[config.mk]
export PLATFORM = sky130hd
export DESIGN_NAME = ckseq_chain_rst
export DESIGN_NICKNAME = d
export VERILOG_FILES = /design/src/rtl/ckseq_pkg.sv /design/src/rtl/ckseq_rst_sync.sv /design/src/rtl/ckseq_sync.sv /design/src/rtl/ckseq_por.sv /design/src/rtl/ckseq_fsm.sv /design/src/rtl/ckseq_chain_rst.sv
export SDC_FILE = /design/constraint.sdc
export NUM_CORES = 1
export LEC_CHECK = 0
export BUFFER_PORTS_ARGS = -buffer_cell sky130_fd_sc_hd__buf_2
export CAP_MARGIN = 40
export CORE_AREA = 2 2 64 66
export CTS_CLUSTER_SIZE = 30
export DETAILED_ROUTE_END_ITERATION = 8
export DIE_AREA = 0 0 66 68
export SKIP_CTS_REPAIR_TIMING = 1
export SYNTH_ARGS = -nofsm -noshare
export SYNTH_HDL_FRONTEND = slang
export SYNTH_HIERARCHICAL = 1
export SYNTH_SLANG_ARGS = --single-unit
[constraint.sdc]
create_clock -name clk_ref -period 1.33 [get_ports clk_ref]
set_clock_uncertainty 0.1 [all_clocks]
set_input_delay 0.133 -clock clk_ref [delete_from_list [all_inputs] [get_ports clk_ref]]
set_output_delay 0.133 -clock clk_ref [all_outputs]
set_load 0.05 [all_outputs]
[src/rtl/ckseq_pkg.sv]
package ckseq_pkg;

    typedef enum logic [2:0] {
        ST_RESET_ALL   = 3'd0,
        ST_WAIT_LOCK1  = 3'd1,
        ST_DELAY2      = 3'd2,
        ST_WAIT_LOCK2  = 3'd3,
        ST_DELAY_LOGIC = 3'd4,
        ST_RUN         = 3'd5
    } seq_state_e;

    function automatic int unsigned max2(input int unsigned a, input int unsigned b);
        return (a > b) ? a : b;
    endfunction

endpackage

[src/rtl/ckseq_rst_sync.sv]
module ckseq_rst_sync #(
    parameter int STAGES = 2
) (
    input  logic clk,
    input  logic arst_n,
    output logic rst_n
);
    logic [STAGES-1:0] chain_q;

    always_ff @(posedge clk or negedge arst_n) begin
        if (!arst_n) chain_q <= '0;
        else         chain_q <= {chain_q[STAGES-2:0], 1'b1};
    end

    assign rst_n = chain_q[STAGES-1];
endmodule

[src/rtl/ckseq_sync.sv]
module ckseq_sync #(
    parameter int WIDTH  = 2,
    parameter int STAGES = 2
) (
    input  logic             clk,
    input  logic             rst_n,
    input  logic [WIDTH-1:0] din,
    output logic [WIDTH-1:0] dout
);
    for (genvar b = 0; b < WIDTH; b++) begin : g_bit
        logic [STAGES-1:0] ff_q;
        always_ff @(posedge clk or negedge rst_n) begin
            if (!rst_n) ff_q <= '0;
            else        ff_q <= {ff_q[STAGES-2:0], din[b]};
        end
        assign dout[b] = ff_q[STAGES-1];
    end
endmodule

[src/rtl/ckseq_por.sv]
module ckseq_por #(
    parameter int POR_W = 3
) (
    input  logic clk,
    input  logic rst_n,
    output logic done
);
    logic [POR_W:0] cnt_d, cnt_q;

    always_comb begin
        cnt_d = cnt_q;
        if (!cnt_q[POR_W]) cnt_d = cnt_q + 1'b1;
    end

    always_ff @(posedge clk or negedge rst_n) begin
        if (!rst_n) cnt_q <= '0;
        else        cnt_q <= cnt_d;
    end

    assign done = cnt_q[POR_W];
endmodule

[src/rtl/ckseq_fsm.sv]
module ckseq_fsm
    import ckseq_pkg::*;
#(
    parameter int LOCK_TMO      = 65535,
    parameter int PULSE_MIN     = 16,
    parameter int POST_LOCK_DLY = 8,
    parameter int LOGIC_DLY     = 8
) (
    input  logic clk,
    input  logic rst_n,
    input  logic por_done,
    input  logic lk_a,
    input  logic lk_b,
    output logic a_rst,
    output logic b_rst,
    output logic l_rst,
    output logic ready
);
    localparam int unsigned MAXV  = max2(max2(LOCK_TMO, PULSE_MIN), max2(POST_LOCK_DLY, LOGIC_DLY));
    localparam int          CNT_W = $clog2(MAXV + 1);
    localparam logic [CNT_W-1:0] TMO_END   = CNT_W'(LOCK_TMO - 1);
    localparam logic [CNT_W-1:0] PULSE_END = CNT_W'(PULSE_MIN - 1);
    localparam logic [CNT_W-1:0] PD_END    = CNT_W'(POST_LOCK_DLY - 1);
    localparam logic [CNT_W-1:0] LD_END    = CNT_W'(LOGIC_DLY - 1);

    typedef struct packed {
        seq_state_e       st;
        logic [CNT_W-1:0] cnt;
        logic             a_rst;
        logic             b_rst;
        logic             l_rst;
        logic             ready;
    } seq_regs_t;

    localparam seq_regs_t RESET_VAL = '{st: ST_RESET_ALL, cnt: '0,
                                        a_rst: 1'b1, b_rst: 1'b1, l_rst: 1'b1, ready: 1'b0};

    seq_regs_t seq_d, seq_q;

    always_comb begin
        seq_d = seq_q;
        case (seq_q.st)
            ST_RESET_ALL: begin
                if (seq_q.cnt == PULSE_END) begin
                    if (por_done) begin
                        seq_d.st  = ST_WAIT_LOCK1;
                        seq_d.cnt = '0;
                    end
                end else begin
                    seq_d.cnt = seq_q.cnt + 1'b1;
                end
            end
            ST_WAIT_LOCK1: begin
                seq_d.cnt = '0;
                if (lk_a)                        seq_d.st = ST_DELAY2;
                else if (seq_q.cnt == TMO_END)   seq_d.st = ST_RESET_ALL;
                else                             seq_d.cnt = seq_q.cnt + 1'b1;
            end
            ST_DELAY2: begin
                seq_d.cnt = '0;
                if (!lk_a)                       seq_d.st = ST_WAIT_LOCK1;
                else if (seq_q.cnt == PD_END)    seq_d.st = ST_WAIT_LOCK2;
                else                             seq_d.cnt = seq_q.cnt + 1'b1;
            end
            ST_WAIT_LOCK2: begin
                seq_d.cnt = '0;
                if (!lk_a)                       seq_d.st = ST_WAIT_LOCK1;
                else if (lk_b)                   seq_d.st = ST_DELAY_LOGIC;
                else if (seq_q.cnt == TMO_END)   seq_d.st = ST_RESET_ALL;
                else                             seq_d.cnt = seq_q.cnt + 1'b1;
            end
            ST_DELAY_LOGIC: begin
                seq_d.cnt = '0;
                if (!lk_a)                       seq_d.st = ST_WAIT_LOCK1;
                else if (!lk_b)                  seq_d.st = ST_WAIT_LOCK2;
                else if (seq_q.cnt == LD_END)    seq_d.st = ST_RUN;
                else                             seq_d.cnt = seq_q.cnt + 1'b1;
            end
            ST_RUN: begin
                seq_d.cnt = '0;
                if (!lk_a)                       seq_d.st = ST_WAIT_LOCK1;
                else if (!lk_b)                  seq_d.st = ST_WAIT_LOCK2;
            end
            default: begin
                seq_d.st  = ST_RESET_ALL;
                seq_d.cnt = '0;
            end
        endcase

        seq_d.a_rst = (seq_d.st == ST_RESET_ALL);
        seq_d.b_rst = (seq_d.st == ST_RESET_ALL) || (seq_d.st == ST_WAIT_LOCK1) ||
                      (seq_d.st == ST_DELAY2);
        seq_d.l_rst = (seq_d.st != ST_RUN);
        seq_d.ready = (seq_d.st == ST_RUN);
    end

    always_ff @(posedge clk or negedge rst_n) begin
        if (!rst_n) seq_q <= RESET_VAL;
        else        seq_q <= seq_d;
    end

    assign a_rst = seq_q.a_rst;
    assign b_rst = seq_q.b_rst;
    assign l_rst = seq_q.l_rst;
    assign ready = seq_q.ready;
endmodule

[src/rtl/ckseq_chain_rst.sv]
module ckseq_chain_rst #(
    parameter int LOCK_TMO      = 65535,
    parameter int PULSE_MIN     = 16,
    parameter int POST_LOCK_DLY = 8,
    parameter int LOGIC_DLY     = 8,
    parameter int POR_W         = 3,
    parameter int SYNC_STAGES   = 2
) (
    input  logic clk_ref,
    input  logic ext_rst_n,
    input  logic lock_a,
    input  logic lock_b,
    output logic stage_a_rst,
    output logic stage_b_rst,
    output logic logic_rst,
    output logic chain_ready
);
    logic       rst_n_int;
    logic       por_done;
    logic [1:0] lock_s;

    ckseq_rst_sync #(.STAGES(SYNC_STAGES)) u_rsync (
        .clk    (clk_ref),
        .arst_n (ext_rst_n),
        .rst_n  (rst_n_int)
    );

    ckseq_sync #(.WIDTH(2), .STAGES(SYNC_STAGES)) u_lsync (
        .clk   (clk_ref),
        .rst_n (rst_n_int),
        .din   ({lock_b, lock_a}),
        .dout  (lock_s)
    );

    ckseq_por #(.POR_W(POR_W)) u_por (
        .clk   (clk_ref),
        .rst_n (rst_n_int),
        .done  (por_done)
    );

    ckseq_fsm #(
        .LOCK_TMO      (LOCK_TMO),
        .PULSE_MIN     (PULSE_MIN),
        .POST_LOCK_DLY (POST_LOCK_DLY),
        .LOGIC_DLY     (LOGIC_DLY)
    ) u_fsm (
        .clk      (clk_ref),
        .rst_n    (rst_n_int),
        .por_done (por_done),
        .lk_a     (lock_s[0]),
        .lk_b     (lock_s[1]),
        .a_rst    (stage_a_rst),
        .b_rst    (stage_b_rst),
        .l_rst    (logic_rst),
        .ready    (chain_ready)
    );
endmodule

==> out/summary.txt <==
worst hold path class: in -> async
Final Hold Vio Count: 0
Vias/cell: 5.072
Setup CP Type: reg -> reg
Max Cap Viol: 0
unrepaired setup endpoints after global routing: true
first-pass GRT wire length: 5782 um
Die W: 66 um
syn avg cell area: 10.83 sq um
Die Ht: 68 um
crit end category: flop
WL final: 3638 um
Max Slew Vio Count: 0
synth warn: 6
multiplexer share of the synthesized area: 0.006886
leading area contributor after synthesis: dfrtp_1
Post-DP Area: 2038 sq um
R2R Path End: u_fsm/seq_q[11]$_DFFE_PN0P_
Max stage delay on crit path: 0.57 ns
setup TNS: -16.16 ns
number of global-route vias before repair: 1312
antenna cells: 0
routed length per instance: 13.78 um
Worst-path clk slew: 0.06 ns
Final ANT Viol Nets: 0
Switch Pwr: 0.001016 W
io pins: 8
Unique masters post-synth: 40
Critical Path RT: 1.39 ns
xor/xnor share of the synthesized area: 0.09105
Clock Power Share: 0.325
slowest stage cell, crit path: or4_4
worst IR drop on VDD: 717.2 uV
Initial Util: 0.4241
layout cell share with drive strength beyond 1: 0.4579
dpl hpwl: 2645 um
clk sinks: 33
final setup margin: -0.8233 ns
Net Sw Frac: 0.2987
IO Port Bufs: 7
clock period minus worst slack: 2.153 ns
Starting DRT DRC Count: 41
Most used DFF post-synth: dfrtp_1
CP Data Arrival Time: 2.22 ns
number of H-tree levels: 2
Synth Register Bits: 33
critical-path cell list: or4_4, nor4_4, a2111oi_4, nor3_4, buf_6, a21oi_1
simple logic cell fraction of the synthesized area: 0.2089
cell-internal power: 0.002386 W
endpoints failing setup: 22
initial antenna violation count: 0
failing checks: negative setup slack
die area: 4488 sq um
post-route cell area: 2389 sq um
clk_lat worst skew: 0.28 ns
FP Rows: 23
Synth Area in Adders: 0.02295
first drt pass iteration count: 4
largest net degree at the start of global routing: 17
ys async rst share: 1.000
largest family of logic cells by synthesized area: simple AND/OR/NAND/NOR gates
post-synth top area share: 0.4591
RePlAce Congestion: 0.7855
CTS tree: done
Synth Net Count: 158
vias: 1339
part of the power in combinational logic: 0.324
outcome: finished, violations left
P&R area growth vs syn: 46.06%
top cells by area, synth: dfrtp_1 46%, xnor2_1 5.4%, a21oi_1 4.9%
Mapped Cells: 151
fin crit share: 1.619
Setup crit start kind: flop
Pleak: 1.075 nW
clock root buffer: clkbuf_8
core area: 3856 sq um
PD cells: 1424 nW/um^2
grt ovf: 0
final net count: 220
flop-to-flop setup slack: -0.82 ns
critical path fanouts, max: 8
DRC Markers: 0
f_max: 464.4 MHz
Seq/Total Area, Yosys: 0.5073
maximum clock path buffer count: 2
number of enable flip-flop cells after synthesis: 0
mapped cell area: 1635 sq um
Num CTS Buffers: 5
Seq pwr share: 0.351
final core occ: 0.6194
worst reg-to-reg path cell count: 6
reg-to-reg startpoint: u_fsm/seq_q[8]$_DFFE_PN0P_
Compound-Gate Fraction of Synth Area: 0.1178
all-layer global routing usage: 0.1708
## final cells by class
class / count / area, sq um
Inverter: 4 / 15.01
Sequential cell: 33 / 830.8
Fill cell: 313 / 1468
Timing Repair Buffer: 61 / 474.2
Multi-Input combinational cell: 108 / 872.1
Clock inverter: 3 / 65.06
Clock buffer: 5 / 68.82
Tap cell: 50 / 62.56
## synth_stat cells, types with 2 or more instances
cell / n
ha_1: 3
nand3b_1: 3
buf_6: 2
xor2_1: 7
nor3_1: 4
nand2b_1: 2
a21oi_2: 2
or4_4: 3
o22ai_1: 2
dfrtp_1: 30
a21oi_1: 16
nor2_1: 6
inv_1: 4
nor4_1: 4
nand3_1: 9
nor2b_1: 3
buf_4: 3
nand4_1: 4
xnor2_1: 10
o21ai_0: 7
nand2_1: 6
dfstp_2: 3
## worst max-delay path, delay by kind of cell (launching register included)
kind	cells	cell delay (ns)
AOI/OAI and AO/OA	2	0.17
buffers and inverters	1	0.17
and+or+nand+nor	3	1.19
DFF	1	0.40
## kinds of logic (layout without fill, tap and decap cells)
logic type / count (synthesis) / in the layout
AOI/OAI and AO/OA: 33 / 33
xor gates and xnor gates: 17 / 17
muxes: 1 / 1
buffers and inverters: 10 / 73
and+or+nand+nor: 53 / 53
adders and majority gates: 3 / 3
other: 1 / 1
DFF: 33 / 33
## how the worst max path moves through the flow
stage,to,from,depth (start not counted)
2_1_floorplan,u_fsm/seq_q[12]$_DFFE_PN0P_,u_fsm/seq_q[15]$_DFFE_PN0P_,6
6_report,u_fsm/seq_q[11]$_DFFE_PN0P_,u_fsm/seq_q[8]$_DFFE_PN0P_,6
3_5_place_dp,u_fsm/seq_q[11]$_DFFE_PN0P_,u_fsm/seq_q[16]$_DFFE_PN0P_,6
3_3_place_gp,u_fsm/seq_q[6]$_DFFE_PN0P_,u_fsm/seq_q[16]$_DFFE_PN0P_,6
5_1_grt,u_fsm/seq_q[11]$_DFFE_PN0P_,u_fsm/seq_q[8]$_DFFE_PN0P_,6
4_1_cts,u_fsm/seq_q[11]$_DFFE_PN0P_,u_fsm/seq_q[16]$_DFFE_PN0P_,6
## routing by layer
metal / vias up / wire [um] / global-route usage
met3: 6 / 117 / 0.04441
met4: 0 / 55 / 0.05357
met1: 659 / 1532 / 0.2242
met5: - / 0 / 0
met2: 16 / 1932 / 0.2790
li1: 658 / - / -
## metrics by stage
step                power [W]  worst slack [ns]  std cells  hold WS, ns
finish               0.003402           -0.8233        264      0.05339
global route         0.003576           -0.8710        264      0.06556
CTS                  0.003195           -0.8170        258      -0.4880
detailed placement   0.002079           -0.8060        250      -0.1784
global placement     0.002042           -0.7097        250      -0.1823
floorplan            0.001761           -0.7874        151      -0.2626
## placed cells by master (no fill, tap or decap), types with 2 or more instances in the layout
master / n
buf_4: 44
dfrtp_1: 29
a21oi_1: 13
xnor2_1: 10
buf_2: 7
nand3_1: 7
xor2_1: 7
buf_6: 7
nor2_1: 6
clkbuf_8: 5
inv_1: 4
o21ai_0: 4
nand4_1: 4
nand2_1: 4
a21oi_2: 4
dlygate4sd3_1: 3
or4_4: 3
nand3b_1: 3
nor4_4: 3
nor2b_1: 3
nor3_1: 3
dfstp_2: 3
bufinv_16: 2
o22ai_1: 2
nor4_1: 2
o21ai_2: 2
ha_1: 2
## power by group through the flow
stage	Sequential [W]	Clock (W)	Combinational, W
floorplan	0.00130	0	0.000466
detailed placement	0.00120	0	0.000880
global placement	0.00119	0	0.000848
global route	0.00121	0.00117	0.00119
finish	0.00119	0.00111	0.00110
CTS	0.00118	0.00113	0.000883
## sequential cells by signal (all words and copies together), names as in the netlist
signal / flops
u_fsm/l_rst: 1
u_fsm/b_rst: 1
u_fsm/ready: 1
u_rsync/chain_q: 2
u_fsm/seq_q: 19
u_lsync/g_bit.ff_q: 4
u_por/cnt_q: 4
u_fsm/a_rst: 1
Note: power is estimated with default switching activity, not from simulation.
